===== config.mk =====
export PLATFORM = sky130hd
export DESIGN_NAME = cpuclk_sby_ctrl
export DESIGN_NICKNAME = d
export VERILOG_FILES = /design/src/rtl/csw_pkg.sv /design/src/rtl/csw_regs.sv /design/src/rtl/csw_wake.sv /design/src/rtl/csw_div.sv /design/src/rtl/cpuclk_sby_ctrl.sv
export SDC_FILE = /design/constraint.sdc
export NUM_CORES = 1
export LEC_CHECK = 0
export CAP_MARGIN = 20
export CORE_UTILIZATION = 50
export DETAILED_ROUTE_END_ITERATION = 12
export DONT_BUFFER_PORTS = 1
export GPL_ROUTABILITY_DRIVEN = 0
export GPL_TIMING_DRIVEN = 1
export RECOVER_POWER = 25
export SLEW_MARGIN = 20
export SYNTH_ARGS = -nofsm -noshare
export SYNTH_HDL_FRONTEND = slang
export SYNTH_SLANG_ARGS = --single-unit

===== constraint.sdc =====
create_clock -name clk -period 3.8 [get_ports clk]
set_input_delay 0.76 -clock clk [delete_from_list [all_inputs] [get_ports clk]]
set_output_delay 0.76 -clock clk [all_outputs]
set_load 0.01 [all_outputs]

===== src/rtl/csw_pkg.sv =====
package csw_pkg;
  localparam int DIV_CODE_W = 3;
  localparam int MAX_SHIFT  = 6;
  localparam int CNT_W      = MAX_SHIFT;
  localparam int ADDR_W     = 2;
  localparam int STOP_W     = 3;
  localparam int STOP_LSB   = 0;
  localparam int RATIO_LSB  = STOP_LSB + STOP_W;

  localparam logic [DIV_CODE_W-1:0] SLOW_CODE = 3'd3;
  localparam logic [ADDR_W-1:0]     ADDR_CLK  = 2'd0;
  localparam logic [ADDR_W-1:0]     ADDR_EN   = 2'd1;

  // Terminal count (N-1) of the divider for a ratio code; out-of-range codes
  // fall back to the slow ratio.
  function automatic logic [CNT_W-1:0] div_last(input logic [DIV_CODE_W-1:0] code);
    logic [CNT_W:0]        span;
    logic [DIV_CODE_W-1:0] eff;
    eff  = (int'(code) > MAX_SHIFT) ? SLOW_CODE : code;
    span = (CNT_W+1)'(1) << eff;
    span = span - (CNT_W+1)'(1);
    return span[CNT_W-1:0];
  endfunction

  function automatic logic stop_field_set(input logic [STOP_W-1:0] f);
    return |f;
  endfunction
endpackage


===== src/rtl/csw_regs.sv =====
module csw_regs
  import csw_pkg::*;
#(
  parameter int KEY_W = 8,
  parameter int IRQ_W = 6,
  parameter int WR_W  = KEY_W + IRQ_W
) (
  input  logic                  clk,
  input  logic                  rst_n,
  input  logic                  run,
  input  logic                  wr_en,
  input  logic [ADDR_W-1:0]     wr_addr,
  input  logic [WR_W-1:0]       wr_data,
  input  logic                  latch_rd,
  input  logic [KEY_W-1:0]      key_in,
  input  logic                  force_slow,
  output logic [DIV_CODE_W-1:0] ratio_code,
  output logic [KEY_W-1:0]      key_en,
  output logic [IRQ_W-1:0]      irq_en,
  output logic [KEY_W-1:0]      key_snap,
  output logic                  stop_req,
  output logic                  ratio_wr
);
  logic clk_sel;
  logic en_sel;
  logic stop_bits;

  assign clk_sel   = run && wr_en && (wr_addr == ADDR_CLK);
  assign en_sel    = run && wr_en && (wr_addr == ADDR_EN);
  assign stop_bits = stop_field_set(wr_data[STOP_LSB +: STOP_W]);
  assign stop_req  = clk_sel && stop_bits;
  assign ratio_wr  = clk_sel && !stop_bits;

  always_ff @(posedge clk or negedge rst_n) begin
    if (!rst_n) begin
      ratio_code <= SLOW_CODE;
      key_en     <= '0;
      irq_en     <= '0;
      key_snap   <= '0;
    end else begin
      if (force_slow)
        ratio_code <= SLOW_CODE;
      else if (ratio_wr)
        ratio_code <= wr_data[RATIO_LSB +: DIV_CODE_W];
      if (en_sel) begin
        key_en <= wr_data[KEY_W-1:0];
        irq_en <= wr_data[KEY_W +: IRQ_W];
      end
      if (run && latch_rd)
        key_snap <= key_in;
    end
  end
endmodule


===== src/rtl/csw_wake.sv =====
module csw_wake #(
  parameter int KEY_W = 8,
  parameter int IRQ_W = 6
) (
  input  logic [KEY_W-1:0] key_in,
  input  logic [KEY_W-1:0] key_snap,
  input  logic [KEY_W-1:0] key_en,
  input  logic [IRQ_W-1:0] irq_req,
  input  logic [IRQ_W-1:0] irq_en,
  output logic             wake_cond
);
  logic [KEY_W-1:0] key_hit;
  logic [IRQ_W-1:0] irq_hit;

  for (genvar k = 0; k < KEY_W; k++) begin : g_key
    assign key_hit[k] = key_en[k] & (key_in[k] ^ key_snap[k]);
  end

  for (genvar q = 0; q < IRQ_W; q++) begin : g_irq
    assign irq_hit[q] = irq_en[q] & irq_req[q];
  end

  assign wake_cond = (|key_hit) | (|irq_hit);
endmodule


===== src/rtl/csw_div.sv =====
module csw_div
  import csw_pkg::*;
(
  input  logic             clk,
  input  logic             rst_n,
  input  logic             run,
  input  logic             restart,
  input  logic [CNT_W-1:0] last,
  output logic             gate,
  output logic             cpu_clk
);
  logic [CNT_W-1:0] cnt_q;
  logic             at_last;

  assign at_last = (cnt_q == last);

  always_ff @(posedge clk or negedge rst_n) begin
    if (!rst_n)
      cnt_q <= '0;
    else if (!run || restart || at_last)
      cnt_q <= '0;
    else
      cnt_q <= cnt_q + CNT_W'(1);
  end

  // Enable only from registered state, updated while clk is low.
  always_ff @(negedge clk or negedge rst_n) begin
    if (!rst_n)
      gate <= 1'b0;
    else
      gate <= run && at_last;
  end

  assign cpu_clk = clk & gate;
endmodule


===== src/rtl/cpuclk_sby_ctrl.sv =====
module cpuclk_sby_ctrl
  import csw_pkg::*;
#(
  parameter int KEY_W = 8,
  parameter int IRQ_W = 6
) (
  input  logic                     clk,
  input  logic                     rst_n,
  input  logic                     reg_wr_en,
  input  logic [ADDR_W-1:0]        reg_wr_addr,
  input  logic [KEY_W+IRQ_W-1:0]   reg_wr_data,
  input  logic [KEY_W-1:0]         key_in,
  input  logic                     key_latch_rd,
  input  logic [IRQ_W-1:0]         irq_req,
  output logic                     cpu_clk,
  output logic                     wake_pulse
);
  localparam int WR_W = KEY_W + IRQ_W;

  logic                  run_q;
  logic                  stop_req;
  logic                  ratio_wr;
  logic                  wake_cond;
  logic                  wake_evt;
  logic                  enter_sby;
  logic                  clk_gate;
  logic [DIV_CODE_W-1:0] ratio_code;
  logic [KEY_W-1:0]      key_en;
  logic [IRQ_W-1:0]      irq_en;
  logic [KEY_W-1:0]      key_snap;
  logic [CNT_W-1:0]      div_end;

  csw_regs #(.KEY_W(KEY_W), .IRQ_W(IRQ_W), .WR_W(WR_W)) u_regs (
    .clk        (clk),
    .rst_n      (rst_n),
    .run        (run_q),
    .wr_en      (reg_wr_en),
    .wr_addr    (reg_wr_addr),
    .wr_data    (reg_wr_data),
    .latch_rd   (key_latch_rd),
    .key_in     (key_in),
    .force_slow (wake_evt),
    .ratio_code (ratio_code),
    .key_en     (key_en),
    .irq_en     (irq_en),
    .key_snap   (key_snap),
    .stop_req   (stop_req),
    .ratio_wr   (ratio_wr)
  );

  csw_wake #(.KEY_W(KEY_W), .IRQ_W(IRQ_W)) u_wake (
    .key_in    (key_in),
    .key_snap  (key_snap),
    .key_en    (key_en),
    .irq_req   (irq_req),
    .irq_en    (irq_en),
    .wake_cond (wake_cond)
  );

  // A stop write races a pending wakeup: the wakeup wins.
  assign enter_sby = stop_req && !wake_cond;
  assign wake_evt  = run_q ? (stop_req && wake_cond) : wake_cond;
  assign div_end   = div_last(ratio_code);

  always_ff @(posedge clk or negedge rst_n) begin
    if (!rst_n) begin
      run_q      <= 1'b1;
      wake_pulse <= 1'b0;
    end else begin
      wake_pulse <= wake_evt;
      if (enter_sby)
        run_q <= 1'b0;
      else if (wake_evt)
        run_q <= 1'b1;
    end
  end

  csw_div u_div (
    .clk     (clk),
    .rst_n   (rst_n),
    .run     (run_q),
    .restart (ratio_wr || wake_evt),
    .last    (div_end),
    .gate    (clk_gate),
    .cpu_clk (cpu_clk)
  );
endmodule


[Yosys cells after proc, flatten, opt, wreduce, memory -nomap -nowiden]
Index checks and enable logic that the tools add are counted.
Storage, ports and cells
  bits in writable memories: 0
  input bits: 34
  bits in read-only memories: 0
  register bits: 34
  memories: 0
  bits in latches: 0
Operators by class
  divide/modulo/power cells: 0
  add/subtract/negate cells: 2
  reduce and logical (&&, ||, !) cells: 21
  shift-type cells: 1
  eq/ne operators: 2
  $mul: 0
  muxes and demuxes: 7
  $lt $le $gt $ge: 1
  bitwise logic cells: 24
Operators by type and width (number)
  1-bit bitwise AND: 15
  1-bit logical AND: 9
  3-bit two-way mux: 3
  8-bit OR reduction: 1
  1-bit XOR: 8
  6-bit by 1-bit adder with 6-bit output (second input constant): 1
  6-bit equality test: 1
  6-bit two-way mux: 1
  6-bit OR reduction: 1
  1-bit by 3-bit left shift with 6-bit output (first input constant): 1
  6-bit by 1-bit subtractor with 6-bit output (second input constant): 1
  2-bit nonzero test: 2
  3-bit > comparator (second input constant): 1
  1-bit zero test: 3
  1-bit logical OR: 3
  1-bit two-way mux: 3
  3-bit OR reduction: 1
  2-bit by 1-bit equality test with 1-bit output (second input constant): 1
  2-bit zero test: 1
  1-bit bitwise OR: 1

[Depth between registers and ports, before layout]
Gate-level depths: netlist (run 1).
  depth in word-level cells: 10
  mapped depth: 6
  gate-level depth less buffers: 5

[Modules after synthesis]
A second synthesis (run 1) with hierarchy kept.
Unflattened totals
  cell total of the unflattened synthesis: 130
  area, all modules: 1669.1 um^2
Modules (own cells, without submodules)
  csw_regs: seq. area each 628.1 um^2, area an instance 996.0 um^2, cells each 63, instances 1
  csw_div: seq. area each 175.2 um^2, area an instance 401.6 um^2, cells each 36, instances 1
  csw_wake: seq. area each 0.0 um^2, area an instance 142.6 um^2, cells each 17, instances 1
  cpuclk_sby_ctrl: seq. area each 51.3 um^2, area an instance 128.9 um^2, cells each 14, instances 1

==> results of run 1 <==
[logic make-up (layout without fill, tap and decap cells)]
| kind of cell | after synthesis | count (layout) | share of synthesized area (%) |
|---|---|---|---|
| xor+xnor | 15 | 15 | 8.11 |
| simple gates | 41 | 41 | 15.1 |
| flops | 34 | 34 | 52.8 |
| compound gates | 14 | 14 | 5.95 |
| fa+ha+maj | 1 | 1 | 0.773 |
| mux | 22 | 22 | 15.3 |
| buf+inv | 7 | 16 | 1.93 |
[timing repair]
item / 4_1_cts / 5_1_grt
setup endpoints to repair: 0 / 0
hold endpoints to repair: 30 / 0
hold buffers: 1 / 0
[flip-flops by register name (all words and copies together), names as in the netlist]
signal / cells
u_regs.irq_en: 6
wake_pulse: 1
u_regs.key_en: 8
u_regs.key_snap: 8
u_div.gate: 1
u_regs.ratio_code: 3
u_div.cnt_q: 6
run_q: 1
[Yosys cell counts (2+ instances only)]
cell type,number,share of area (%)
nand2_1,8,1.9
dfstp_2,3,4.9
and2_1,2,0.77
clkbuf_1,2,0.46
inv_1,3,0.70
nand4b_1,2,1.1
nor2_1,3,0.70
a22oi_1,7,3.2
a21oi_1,2,0.62
xnor2_1,5,2.7
nor3_1,4,1.2
nor4_1,7,2.7
mux2_2,22,15
nand3_1,7,2.2
dfrtp_1,30,46
xor2_1,10,5.4
nand3b_1,2,0.93
o21ai_0,2,0.62
[stage by stage]
stage / hold WS [ns] / setup WS (ns)
global placement: 0.465 / 0.355
detailed placement: 0.465 / 0.283
CTS: 0.111 / 0.131
finish: 0.126 / 0.143
global route: 0.0832 / 0.0865
floorplan: 0.464 / 0.190
[cell usage in the layout (no fill, tap or decap)]
cell / netlist / routed
ha_1: 1 / 1
o22ai_1: 1 / 1
o21a_1: 1 / 1
dfstp_2: 3 / 3
and2_1: 2 / 2
nand3b_1: 2 / 2
and3_1: 1 / 1
or3b_2: 1 / 1
inv_1: 3 / 3
nor4_4: 1 / 1
a221o_1: 1 / 1
a21oi_1: 2 / 2
nor4_1: 7 / 7
xnor2_1: 5 / 5
a22oi_1: 7 / 7
clkbuf_8: 0 / 1
mux2_2: 22 / 22
o21ai_0: 2 / 2
dfrtp_1: 30 / 30
xor2_1: 10 / 10
nand4b_1: 2 / 2
nand3_1: 7 / 7
bufinv_16: 0 / 2
dfrtn_1: 1 / 1
nor3_1: 4 / 4
or3b_1: 1 / 1
clkbuf_4: 0 / 8
nand2_1: 8 / 8
nor4b_1: 1 / 1
nand2b_1: 1 / 1
nor2_1: 3 / 3
clkbuf_1: 2 / 1
buf_4: 1 / 1
[power breakdown]
part	leakage, nW	total, mW	internal, mW	switching (mW)
Combinational	0.305	0.0108	0.00304	0.00772
Clock	0.0753	0.392	0.257	0.135
Sequential	0.464	0.362	0.362	0
Total	0.844	0.765	0.622	0.142
[worst max-delay path by stage]
stage               depth (start not counted)         end
floorplan                                   6  u_div.gate
global placement                            5  u_div.gate
detailed placement                          5  u_div.gate
CTS                                         1     cpu_clk
global route                                1     cpu_clk
finish                                      1     cpu_clk
[routing by layer]
layer	global-route usage, %	up-vias	part of all wire (%)
met5	0	-	0
li1	-	503	-
met1	22.0	533	41
met2	32.6	30	51
met4	10.2	0	1.6
met3	11.2	7	6.6
[layout make-up]
| class | count | area [um2] | area share [%] |
|---|---|---|---|
| Timing Repair Buffer | 2 | 11.3 | 0.626 |
| Sequential cell | 34 | 855 | 47.5 |
| Clock inverter | 2 | 60.1 | 3.34 |
| Clock buffer | 9 | 73.8 | 4.10 |
| Tap cell | 44 | 55.1 | 3.06 |
| Inverter | 3 | 11.3 | 0.626 |
| Multi-Input combinational cell | 93 | 733 | 40.8 |
==> out/metrics.csv, run 1 <==
stage,metric,value,unit
floorplan,core_area,3050,um2
drt,num_vias,1073,
floorplan,die-area,3470,um2
status,status,finished with violations,
final_layout,drive_above_1_share,27.3,%
global_routing,grt.overflow.total,0,
run,maxCapViolations,1,
critical_path,worstReg2RegStart,u_regs.ratio_code[1],
critical_path,crit_start,u_div.gate,
status,violations,"max-capacitance violations, max-slew violations",
critical_path,crit_required,3.04,ns
final_layout,nets,177,
critical_path,crit_chain,and2_1,
drt,drt_pass1_iterations,4,
timing,rsz0062_at_grt,false,
timing,finalClockSkew,0.0132,ns
final_layout,fin_area,1800,um2
critical_path,cpPeakStageDelay,0.39,ns
critical_path,worst-path-buf-inv,0,
critical_path,crit_fanout,1,
global_routing,grt_max_degree,31,
drt,ant_nets,0,
floorplan,io_pins,36,
critical_path,reg2regPathDepth,5,
final_layout,fillCellCount,274,
critical_path,critPathSlowestCell,dfrtn_1,
placement,io_buffers,0,
synth,yosysUniqueCellTypes,31,
synth,synth-seq-area-share,52.8,%
final_layout,instances_no_fill,187,
final_layout,synthToLayoutAreaGrowth,11.1,%
clock_network,clock_latency,0.46,ns
clock_network,cts-resized-gates,0,
critical_path,crit_family,flip-flops,
drt,drc_errors,0,
pwr,p_leak,0.844,nW
synth,synth_warnings,0,
pwr,powerDensity,425,nW/um2
critical_path,r2r_slack,0.25,ns
drt,via_per_inst,5.74,
drt,drt-total-wl,3070,um
synth,async_flop_share,100,%
pwr,total_power,765,uW
global_routing,grt_pass1_wl,4820,um
synth,syn_area,1620,um2
timing,slew_violations,31,
critical_path,arrival,2.90,ns
synth,avgSynthCellArea,12.1,um2
critical_path,regToRegEndpoint,u_div.gate,
global_routing,grt_pass1_vias,1060,
floorplan,rows,20,
timing,relSlewSlack,-8.13,%
placement,place_area,1660,um2
global_routing,grt_util_all_layers,20.5,%
synth,ys.flop_type,dfrtp_1,
synth,synthCells,134,
critical_path,startpoint_type,register,
drt,drtIter0Drc,41,
floorplan,die_y,58.9,um
placement,dp_cells,175,
timing,fin_tns_setup,0,ns
clock_network,cts_tree,built,
critical_path,crit_type,reg2out,
synth,yosys_register_bits,34,
final_layout,diodes,0,
timing,finalHoldViolCount,0,
pwr,ir_drop,0.000203,V
drt,wl_per_cell,16.4,um
critical_path,end_kind,primary output,
floorplan,initial_core_util,53.0,%
clock_network,cts_setup_buffers,0,
synth,syn_nets,169,
synth,synth-edff-count,0,
clock_network,clkTransAtPathRegs,0.11,ns
timing,setup_viol,0,
timing,worst_pin_slew,1.62,ns
hold_path,hold_path.class,in2async,
global_routing,antenna_found_initial,0,
final_layout,final_util,58.9,%
floorplan,die-width,58.9,um
placement,place_hpwl,2090,um
Note: power is estimated with default switching activity, not from simulation.
==> inputs of run 2 (changes only) <==
- clock period: 3.8 -> 4.2 ns (I/O delays scaled with it)
==> run 2 against run 1 <==
Effect of this change: global-route usage is 0.53 points lower; setup slack improved by 0.11 ns; design area shrank 2.9%; the flow now finishes without violations; non-clock buffer count fell by 1; critical endpoint unchanged; clock skew fell by 0.0079 ns; via count down 2.9%; highest routed layer unchanged; die area did not move; largest cell class unchanged; critical path type unchanged; clock power fell by 41%; flip-flop and latch count unchanged; utilization decreased by 1.7 points; first-iteration DRC count down 7.3%; wire length decreased by 1.2%.
==> out/metrics.csv, run 2 (synthesis gave the netlist of run 1 again) <==
stage,metric,value,unit,change
run,maxCapViolations,0,,-1
final_layout,synthToLayoutAreaGrowth,7.96,%,
floorplan,die-area,3470,um2,unchanged
pwr,comb_power_share,0.7,%,-0.7 points
critical_path,end_kind,primary output,,
global_routing,grt_util_all_layers,20.0,%,-0.53 points
clock_network,cts-resized-gates,0,,unchanged
floorplan,core_area,3050,um2,unchanged
floorplan,die_y,58.9,um,unchanged
global_routing,grt.overflow.total,0,,unchanged
hold_path,hold_path.class,in2async,,
drt,num_vias,1042,,-2.9%
critical_path,regToRegEndpoint,u_div.gate,,
critical_path,cpPeakStageDelay,0.39,ns,about the same
final_layout,drive_above_1_share,27.5,%,+0.19 points
floorplan,rows,20,,unchanged
critical_path,crit_family,flip-flops,,
pwr,total_power,565,uW,-26%
global_routing,antenna_found_initial,0,,unchanged
pwr,ir_drop,0.000255,V,+26%
clock_network,cts_hold_buf,0,,-1
drt,drtIter0Drc,38,,-7.3%
final_layout,top_regs,"u_regs.key_en x8, u_regs.key_snap x8",,
drt,drt-total-wl,3030,um,-1.2%
pwr,internal_power,442,uW,-29%
final_layout,fillCellCount,271,,-1.1%
drt,drc_errors,0,,unchanged
global_routing,grt_pass1_wl,4710,um,-2.3%
critical_path,arrival,3.10,ns,+0.20 ns
timing,finalHoldViolCount,0,,unchanged
drt,drt_pass1_iterations,4,,unchanged
drt,wl_per_cell,16.3,um,-0.71%
placement,place_hpwl,2090,um,about the same
clock_network,cts_tree,built,,
clock_network,cts_setup_buffers,0,,unchanged
final_layout,nets,176,,-0.56%
timing,finalClockSkew,0.00525,ns,-0.00794 ns
critical_path,worstReg2RegStart,u_regs.ratio_code[1],,
placement,io_buffers,0,,unchanged
pwr,p_leak,0.819,nW,-3.0%
global_routing,grt_pass1_vias,1033,,-2.5%
pwr,sequentialPowerShare,58.0,%,+11 points
clock_network,clkTransAtPathRegs,0.10,ns,about the same
floorplan,die-width,58.9,um,unchanged
status,status,finished clean,,
final_layout,final_cell_mix,"dfrtp_1, mux2_2, xor2_1, nand2_1, clkbuf_4",,
drt,ant_nets,0,,unchanged
pwr,powerDensity,323,nW/um2,-24%
critical_path,reg2regPathDepth,5,,unchanged
timing,fin_tns_setup,0,ns,unchanged
final_layout,final_common_cell,dfrtp_1,,
critical_path,startpoint_type,register,,
timing,rsz0062_at_grt,false,,
critical_path,worst-path-buf-inv,0,,unchanged
floorplan,io_pins,36,,unchanged
timing,slew_violations,0,,-100%
floorplan,initial_core_util,53.0,%,unchanged
pwr,pwr-share-clk,41.3,%,-10 points
pwr,power_switching,123,uW,-13%
critical_path,crit_chain,and2_1,,
critical_path,crit_fanout,1,,unchanged
timing,worst_pin_slew,0.837,ns,-0.785 ns
critical_path,crit_type,reg2out,,
critical_path,critPathSlowestCell,dfrtn_1,,
pwr,switching_share,21.8,%,+3.2 points
timing,relSlewSlack,43.7,%,+52 points
critical_path,crit_required,3.36,ns,+0.32 ns
final_layout,diodes,0,,unchanged
critical_path,r2r_slack,0.47,ns,+0.22 ns
drt,via_per_inst,5.60,,-2.4%
clock_network,clock_latency,0.46,ns,about the same
timing,setup_viol,0,,unchanged
global_routing,grt_max_degree,35,,+13%
-- run 2: how the worst max path moves through the flow --
stage,end,from,slack [ns],depth (start not counted)
after floorplan,u_div.gate,u_regs.ratio_code[1],0.39,6
after global placement,u_div.gate,u_regs.ratio_code[1],0.55,5
after detailed placement,u_div.gate,u_regs.ratio_code[1],0.49,5
after CTS,cpu_clk,u_div.gate,0.24,1
after global routing,cpu_clk,u_div.gate,0.21,1
final,cpu_clk,u_div.gate,0.26,1
-- run 2: area by class of cell --
class | instances | area [um2] | area share, %
Timing Repair Buffer | 1 | 7.51 | 0.429
Tap cell | 44 | 55.1 | 3.15
Sequential cell | 34 | 855 | 48.9
Inverter | 3 | 11.3 | 0.644
Clock buffer | 9 | 73.8 | 4.22
Clock inverter | 2 | 12.5 | 0.716
Multi-Input combinational cell | 93 | 733 | 41.9
-- run 2: per-layer routing --
| layer | routed length, um | track usage [%] | up-vias |
|---|---|---|---|
| met4 | 59 | 15.0 | 0 |
| met1 | 1310 | 22.8 | 513 |
| li1 | - | - | 501 |
| met5 | 0 | 0 | - |
| met2 | 1480 | 30.2 | 21 |
| met3 | 178 | 7.69 | 7 |
-- run 2: power by group through the flow --
stage          sequential (mW)   clock [mW]  combinational [mW]
5_1_grt                  0.328        0.256             0.00439
3_3_place_gp             0.334  0.000000716             0.00402
4_1_cts                  0.327        0.242             0.00404
2_1_floorplan            0.334  0.000000716             0.00361
3_5_place_dp             0.334  0.000000716             0.00400
6_report                 0.327        0.233             0.00402
-- run 2: through the flow --
| stage | instance area, um2 | instances | utilization (%) | hold WS, ns | setup WS [ns] |
|---|---|---|---|---|---|
| floorplan | 1620 | 134 | - | 0.479 | 0.390 |
| global placement | 1660 | 175 | 54.4 | 0.489 | 0.548 |
| detailed placement | 1660 | 175 | 54.4 | 0.498 | 0.493 |
| CTS | 1750 | 186 | 57.3 | 0.0416 | 0.237 |
| global route | 1750 | 186 | 57.3 | 0.0306 | 0.208 |
| finish | 1750 | 186 | 57.3 | 0.0619 | 0.256 |
